**config.mk**
```make
export PLATFORM = sky130hd
export DESIGN_NAME = lane_aligner
export DESIGN_NICKNAME = d
export VERILOG_FILES = /design/src/rtl/lane_pkg.sv /design/src/rtl/lane_enable_gen.sv /design/src/rtl/lane_trim_swap.sv /design/src/rtl/lane_aligner.sv
export SDC_FILE = /design/constraint.sdc
export NUM_CORES = 1
export LEC_CHECK = 0
export ABC_AREA = 1
export BUFFER_PORTS_ARGS = -buffer_cell sky130_fd_sc_hd__buf_2
export CORE_UTILIZATION = 30
export DETAILED_ROUTE_END_ITERATION = 7
export HOLD_SLACK_MARGIN = 0.03
export PLACE_DENSITY = 0.5
export SLEW_MARGIN = 20
export SYNTH_ARGS = -nofsm -noshare
export SYNTH_HDL_FRONTEND = slang
export SYNTH_SLANG_ARGS = --single-unit
```
**constraint.sdc**
```tcl
create_clock -name clk -period 5.7 [get_ports clk]
set_input_delay 1.14 -clock clk [delete_from_list [all_inputs] [get_ports clk]]
set_output_delay 1.14 -clock clk [all_outputs]
set_load 0.01 [all_outputs]
```
**src/rtl/lane_pkg.sv**
```systemverilog
package lane_pkg;
    localparam int BYTE_BITS = 8;

    // Access size code; each step doubles the byte count.
    typedef enum logic [1:0] {
        SZ_BYTE  = 2'b00,
        SZ_HALF  = 2'b01,
        SZ_WORD  = 2'b10,
        SZ_DWORD = 2'b11
    } acc_size_e;
endpackage

```
**src/rtl/lane_enable_gen.sv**
```systemverilog
module lane_enable_gen #(
    parameter int WORD_BYTES = 8,
    localparam int OFF_W     = $clog2(WORD_BYTES),
    localparam int SIZE_W    = $clog2(OFF_W + 1)
) (
    input  logic [OFF_W-1:0]      off_i,
    input  logic [SIZE_W-1:0]     size_i,
    input  logic                  st_req_i,
    output logic                  misalign_o,
    output logic [WORD_BYTES-1:0] wr_en_o
);
    logic [2*WORD_BYTES-1:0] span_d;
    logic [2*WORD_BYTES-1:0] shifted_d;
    int                      n_bytes_d;
    int                      end_d;

    always_comb begin
        n_bytes_d  = 1 << size_i;
        end_d      = int'(off_i) + n_bytes_d;
        misalign_o = end_d > WORD_BYTES;
        span_d     = ((2*WORD_BYTES)'(1) << n_bytes_d) - (2*WORD_BYTES)'(1);
        shifted_d  = span_d << off_i;
        wr_en_o    = (misalign_o || !st_req_i) ? '0 : shifted_d[WORD_BYTES-1:0];
    end
endmodule

```
**src/rtl/lane_trim_swap.sv**
```systemverilog
module lane_trim_swap #(
    parameter int WORD_BYTES = 8,
    localparam int OFF_W     = $clog2(WORD_BYTES),
    localparam int SIZE_W    = $clog2(OFF_W + 1),
    localparam int DATA_W    = WORD_BYTES * lane_pkg::BYTE_BITS
) (
    input  logic [DATA_W-1:0] data_i,
    input  logic [SIZE_W-1:0] size_i,
    input  logic              swap_i,
    output logic [DATA_W-1:0] data_o
);
    localparam int BB = lane_pkg::BYTE_BITS;

    int n_bytes_d;

    // Keep the low n bytes; optionally mirror them inside those n bytes.
    always_comb begin
        n_bytes_d = 1 << size_i;
        data_o    = '0;
        for (int i = 0; i < WORD_BYTES; i++) begin
            if (i < n_bytes_d) begin
                if (swap_i)
                    data_o[BB*i +: BB] = data_i[BB*(n_bytes_d-1-i) +: BB];
                else
                    data_o[BB*i +: BB] = data_i[BB*i +: BB];
            end
        end
    end
endmodule

```
**src/rtl/lane_aligner.sv**
```systemverilog
module lane_aligner #(
    parameter int ADDR_W     = 32,
    parameter int WORD_BYTES = 8,
    parameter bit OUT_REG    = 1'b1,
    localparam int OFF_W     = $clog2(WORD_BYTES),
    localparam int SIZE_W    = $clog2(OFF_W + 1),
    localparam int DATA_W    = WORD_BYTES * lane_pkg::BYTE_BITS,
    localparam int IDX_W     = ADDR_W - OFF_W
) (
    input  logic                  clk,
    input  logic                  rst_n,
    input  logic [ADDR_W-1:0]     addr_i,
    input  logic [SIZE_W-1:0]     size_i,
    input  logic                  swap_i,
    input  logic                  st_req_i,
    input  logic [DATA_W-1:0]     st_data_i,
    input  logic [DATA_W-1:0]     ld_word_i,
    output logic [IDX_W-1:0]      word_idx_o,
    output logic [WORD_BYTES-1:0] wr_en_o,
    output logic [DATA_W-1:0]     wr_data_o,
    output logic [DATA_W-1:0]     ld_data_o,
    output logic                  misalign_o
);
    localparam int BB = lane_pkg::BYTE_BITS;

    typedef struct packed {
        logic [IDX_W-1:0]      word_idx;
        logic [WORD_BYTES-1:0] wr_en;
        logic [DATA_W-1:0]     wr_data;
        logic [DATA_W-1:0]     ld_data;
        logic                  misalign;
    } res_t;

    function automatic logic [DATA_W-1:0] lane_expand(input logic [WORD_BYTES-1:0] en);
        logic [DATA_W-1:0] m;
        for (int b = 0; b < WORD_BYTES; b++) m[BB*b +: BB] = {BB{en[b]}};
        return m;
    endfunction

    logic [OFF_W-1:0]      off_d;
    logic [OFF_W+2:0]      shamt_d;
    logic                  misalign_d;
    logic [WORD_BYTES-1:0] en_d;
    logic [DATA_W-1:0]     st_trim_d;
    logic [DATA_W-1:0]     ld_shift_d;
    logic [DATA_W-1:0]     ld_trim_d;
    res_t                  res_d;
    res_t                  res_q;

    assign off_d      = addr_i[OFF_W-1:0];
    assign shamt_d    = {off_d, 3'b000};
    assign ld_shift_d = ld_word_i >> shamt_d;

    lane_enable_gen #(.WORD_BYTES(WORD_BYTES)) u_en (
        .off_i      (off_d),
        .size_i     (size_i),
        .st_req_i   (st_req_i),
        .misalign_o (misalign_d),
        .wr_en_o    (en_d)
    );

    lane_trim_swap #(.WORD_BYTES(WORD_BYTES)) u_st_swap (
        .data_i (st_data_i),
        .size_i (size_i),
        .swap_i (swap_i),
        .data_o (st_trim_d)
    );

    lane_trim_swap #(.WORD_BYTES(WORD_BYTES)) u_ld_swap (
        .data_i (ld_shift_d),
        .size_i (size_i),
        .swap_i (swap_i),
        .data_o (ld_trim_d)
    );

    always_comb begin
        res_d          = '0;
        res_d.word_idx = addr_i[ADDR_W-1:OFF_W];
        res_d.misalign = misalign_d;
        res_d.wr_en    = en_d;
        res_d.wr_data  = (st_trim_d << shamt_d) & lane_expand(en_d);
        res_d.ld_data  = misalign_d ? '0 : ld_trim_d;
    end

    generate
        if (OUT_REG) begin : g_reg
            logic primed_q;

            always_ff @(posedge clk) begin
                if (!rst_n) begin
                    res_q    <= '0;
                    primed_q <= 1'b0;
                end else begin
                    res_q    <= res_d;
                    primed_q <= 1'b1;
                end
            end


            idx_follow_chk: assert property (@(posedge clk) disable iff (!rst_n)
                primed_q |-> word_idx_o == $past(addr_i[ADDR_W-1:OFF_W]));


            load_only_quiet_chk: assert property (@(posedge clk) disable iff (!rst_n)
                (primed_q && !$past(st_req_i)) |-> (wr_en_o == '0 && wr_data_o == '0));
        end else begin : g_comb
            assign res_q = res_d;
        end
    endgenerate

    assign word_idx_o = res_q.word_idx;
    assign wr_en_o    = res_q.wr_en;
    assign wr_data_o  = res_q.wr_data;
    assign ld_data_o  = res_q.ld_data;
    assign misalign_o = res_q.misalign;


    misalign_quiet_chk: assert property (@(posedge clk) disable iff (!rst_n)
        misalign_o |-> (wr_en_o == '0 && wr_data_o == '0 && ld_data_o == '0));


    lane_data_chk: assert property (@(posedge clk) disable iff (!rst_n)
        (wr_data_o & ~lane_expand(wr_en_o)) == '0);


    en_span_chk: assert property (@(posedge clk) disable iff (!rst_n)
        (wr_en_o != '0) |-> $onehot($countones(wr_en_o)));
endmodule

```
==> results.py <==
metrics = {
    "outcome": {
        "status": "finished, violations left",
        "violations": "design-rule violations",
    },
    "synthesis": {
        "yosysWarnings": 0,
        "netlist_area_um2": 14700,
        "synth_edf_count": 0,
        "async_flop_share": 0,
        "ys_types": 40,
        "yosys.cell_count.top_type": "nand2_1",
        "ys_seq_elements": 166,
        "yosys-top-cells-area": "nand2_1 (27%), nand3_1 (24%), dfxtp_1 (23%)",
        "synth-simple-area-share": 0.578,
        "synth_ff_type": "dfxtp_1",
        "synth_top_area_cell": "nand2_1",
        "synth_top_family_by_area": "simple AND/OR/NAND/NOR gates",
        "synth-compound-area-share": 0.0866,
        "synth.top_cell.area_share": 0.275,
        "muxShareOfSynthArea": 0,
        "seq_area_frac_synth": 0.226,
        "ys_top_cells_by_count": "nand2_1 (1,078), nand3_1 (715), dfxtp_1 (166)",
        "synth_xor_area_frac": 0.00119,
        "synthAdderAreaFrac": 0.0133,
        "synthCells": 2675,
        "avgSynthCellArea_um2": 5.50,
        "synth_nets": 2856,
    },
    "pwr": {
        "switching_share": 0.415,
        "powerDensity_nw_per_um2": 220,
        "clock_power_share": 0.314,
        "leakage_nw": 9.00,
        "switching_power_mw": 1.56,
        "pwr-share-comb": 0.364,
        "power_frac_seq": 0.322,
        "max-vdd-ir-drop_mv": 0.210,
        "cell_internal_pwr_mw": 2.21,
    },
    "timing": {
        "hold_violations": 0,
        "finalSetupViolations": 0,
        "report.final.slew_viol_count": 0,
        "setup_tns_ns": 0,
        "finalCritPeriodShare": 0.771,
        "worstMarginPinSlew_ns": 0.987,
        "slew_headroom": 0.342,
        "timing.fmax_ghz": 0.228,
        "layout_min_cycle_time_ns": 4.39,
        "rsz0062_at_grt": "false",
    },
    "worst_setup_path": {
        "cp-end-kind": "register",
        "startpoint_type": "input pin",
        "path_max_fanout": 40,
        "arrival_ns": 4.71,
        "critical_path_class": "input pin to register",
        "crit_start": "size_i[1]",
        "worstPathRequired_ns": 6.02,
    },
    "layout": {
        "area_delta_synth_final_pct": 16.4,
        "drive_above_1_share": 0.158,
        "antenna_cells": 0,
        "fin_nets": 3075,
        "final_core_util": 0.356,
    },
    "floorplanning": {
        "die_w_um": 223,
        "die_h_um": 223,
        "coreArea_um2": 48000,
        "io_pins": 332,
        "initial_core_util": 0.306,
        "die-area_um2": 50000,
        "rows": 80,
    },
    "routing": {
        "avgRoutedWirePerCell_um": 23.7,
        "drt-initial-drc-count": 2732,
        "num_vias": 20000,
        "drc": 1,
        "vias_per_cell": 5.69,
        "wirelength_um": 83400,
        "drtPass1Iterations": 8,
        "ant_nets": 0,
    },
    "global_routing": {
        "grt_util_all_layers": 0.327,
        "grt_pass1_wl_um": 122000,
        "antenna_found_initial": 3,
        "grt_pass1_vias": 18400,
        "grt_max_degree": 77,
        "grt_overflow": 0,
    },
    "clocking": {
        "postCtsHoldBufs": 0,
        "cts.clk_slew.worst_paths_ns": 0.08,
        "cts_tree": "done",
        "numCtsBuffers": 17,
        "htreeDepth": 4,
        "clockBufferDepth": 2,
        "clock-sinks": 166,
        "post_cts_buffers": 0,
        "cts-root-buf": "clkbuf_16",
        "cts_resized": 0,
    },
    "hold_path": {
        "hold_class": "input pin to register",
        "hold_path.startpoint": "addr_i[9]",
    },
    "placed_design": {
        "place_congestion": 0.977,
        "hpwl_um": 61700,
        "portBuffers": 331,
    },
    "flow_run": {
        "drv_cap": 0,
    },
}
path summary, 6_finish.rpt:
| kind | depth (start not counted) | to |
|---|---|---|
| worst max-delay path | 16 | wr_data_o[63] |
| worst min-delay path | 3 | word_idx_o[6] |
layer usage:
metal	routed length [um]	share of wire	GRT usage	vias up
met4	3740	0.045	0.143	4
met5	27	0.00032	0	-
met3	8490	0.10	0.0482	205
met1	35300	0.42	0.453	9205
li1	-	-	-	9268
met2	35900	0.43	0.499	1363
cell type report:
cell class | count | area [um2]
Inverter | 105 | 402
Clock inverter | 13 | 141
Tap cell | 615 | 769
Clock buffer | 19 | 443
Timing Repair Buffer | 381 | 2030
Multi-Input combinational cell | 2223 | 10000
Sequential cell | 166 | 3320
Fill cell | 5446 | 30900
layout by cell type (no fill, tap or decap), drive strengths merged:
cell      count
nand2      1084
nand3       717
buf         381
dfxtp       166
nor2        147
a21oi       129
inv         108
o21ai        66
o211ai       29
clkbuf       19
nand4        15
ha           14
or2          10
clkinv        8
nor3          3
xor2          2
o22ai         2
nand3b        1
o21bai        1
a31oi         1
o211a         1
fa            1
clkinvlp      1
bufinv        1
cell families after synthesis:
logic type / after synthesis
flops: 166
buf+inv: 286
compound gates: 229
fa+ha+maj: 15
xor+xnor: 2
simple gates: 1977
stage by stage:
step	cell area, um2	instances	worst slack (ns)	hold WS [ns]	power, mW
5_1_grt	17100	3522	1.20	0.860	3.94
3_5_place_dp	16500	3490	0.990	1.33	2.56
6_report	17100	3522	1.31	0.867	3.77
2_1_floorplan	14700	2675	2.08	1.24	2.08
3_3_place_gp	16500	3490	1.01	1.32	2.57
4_1_cts	17100	3522	1.48	0.845	3.74
flip-flops by register name, indices dropped and copies added (netlist names):
name,cells
ld_data_o,64
wr_en_o,8
misalign_o,1
word_idx_o,29
wr_data_o,64
power by group through the flow:
stage	sequential, mW	clock, mW	combinational [mW]
2_1_floorplan	1.25	0	0.827
3_3_place_gp	1.24	0	1.33
3_5_place_dp	1.24	0	1.32
4_1_cts	1.21	1.20	1.33
5_1_grt	1.22	1.24	1.48
6_report	1.21	1.18	1.37
worst max-delay path, cell delays in order:
cell and delay [ns]:
buf_2 0.25, inv_1 0.36, ha_1 0.43, buf_4 0.40
ha_2 0.39, inv_2 0.06, buf_4 0.41, nand3_1 0.13
nand2_1 0.18, nor2_4 0.11, nand3_1 0.10, nand2_1 0.06
nand3_1 0.11, nand3_1 0.16, nand2_1 0.28, a21oi_1 0.10
Power figures use the tool's default switching activity.
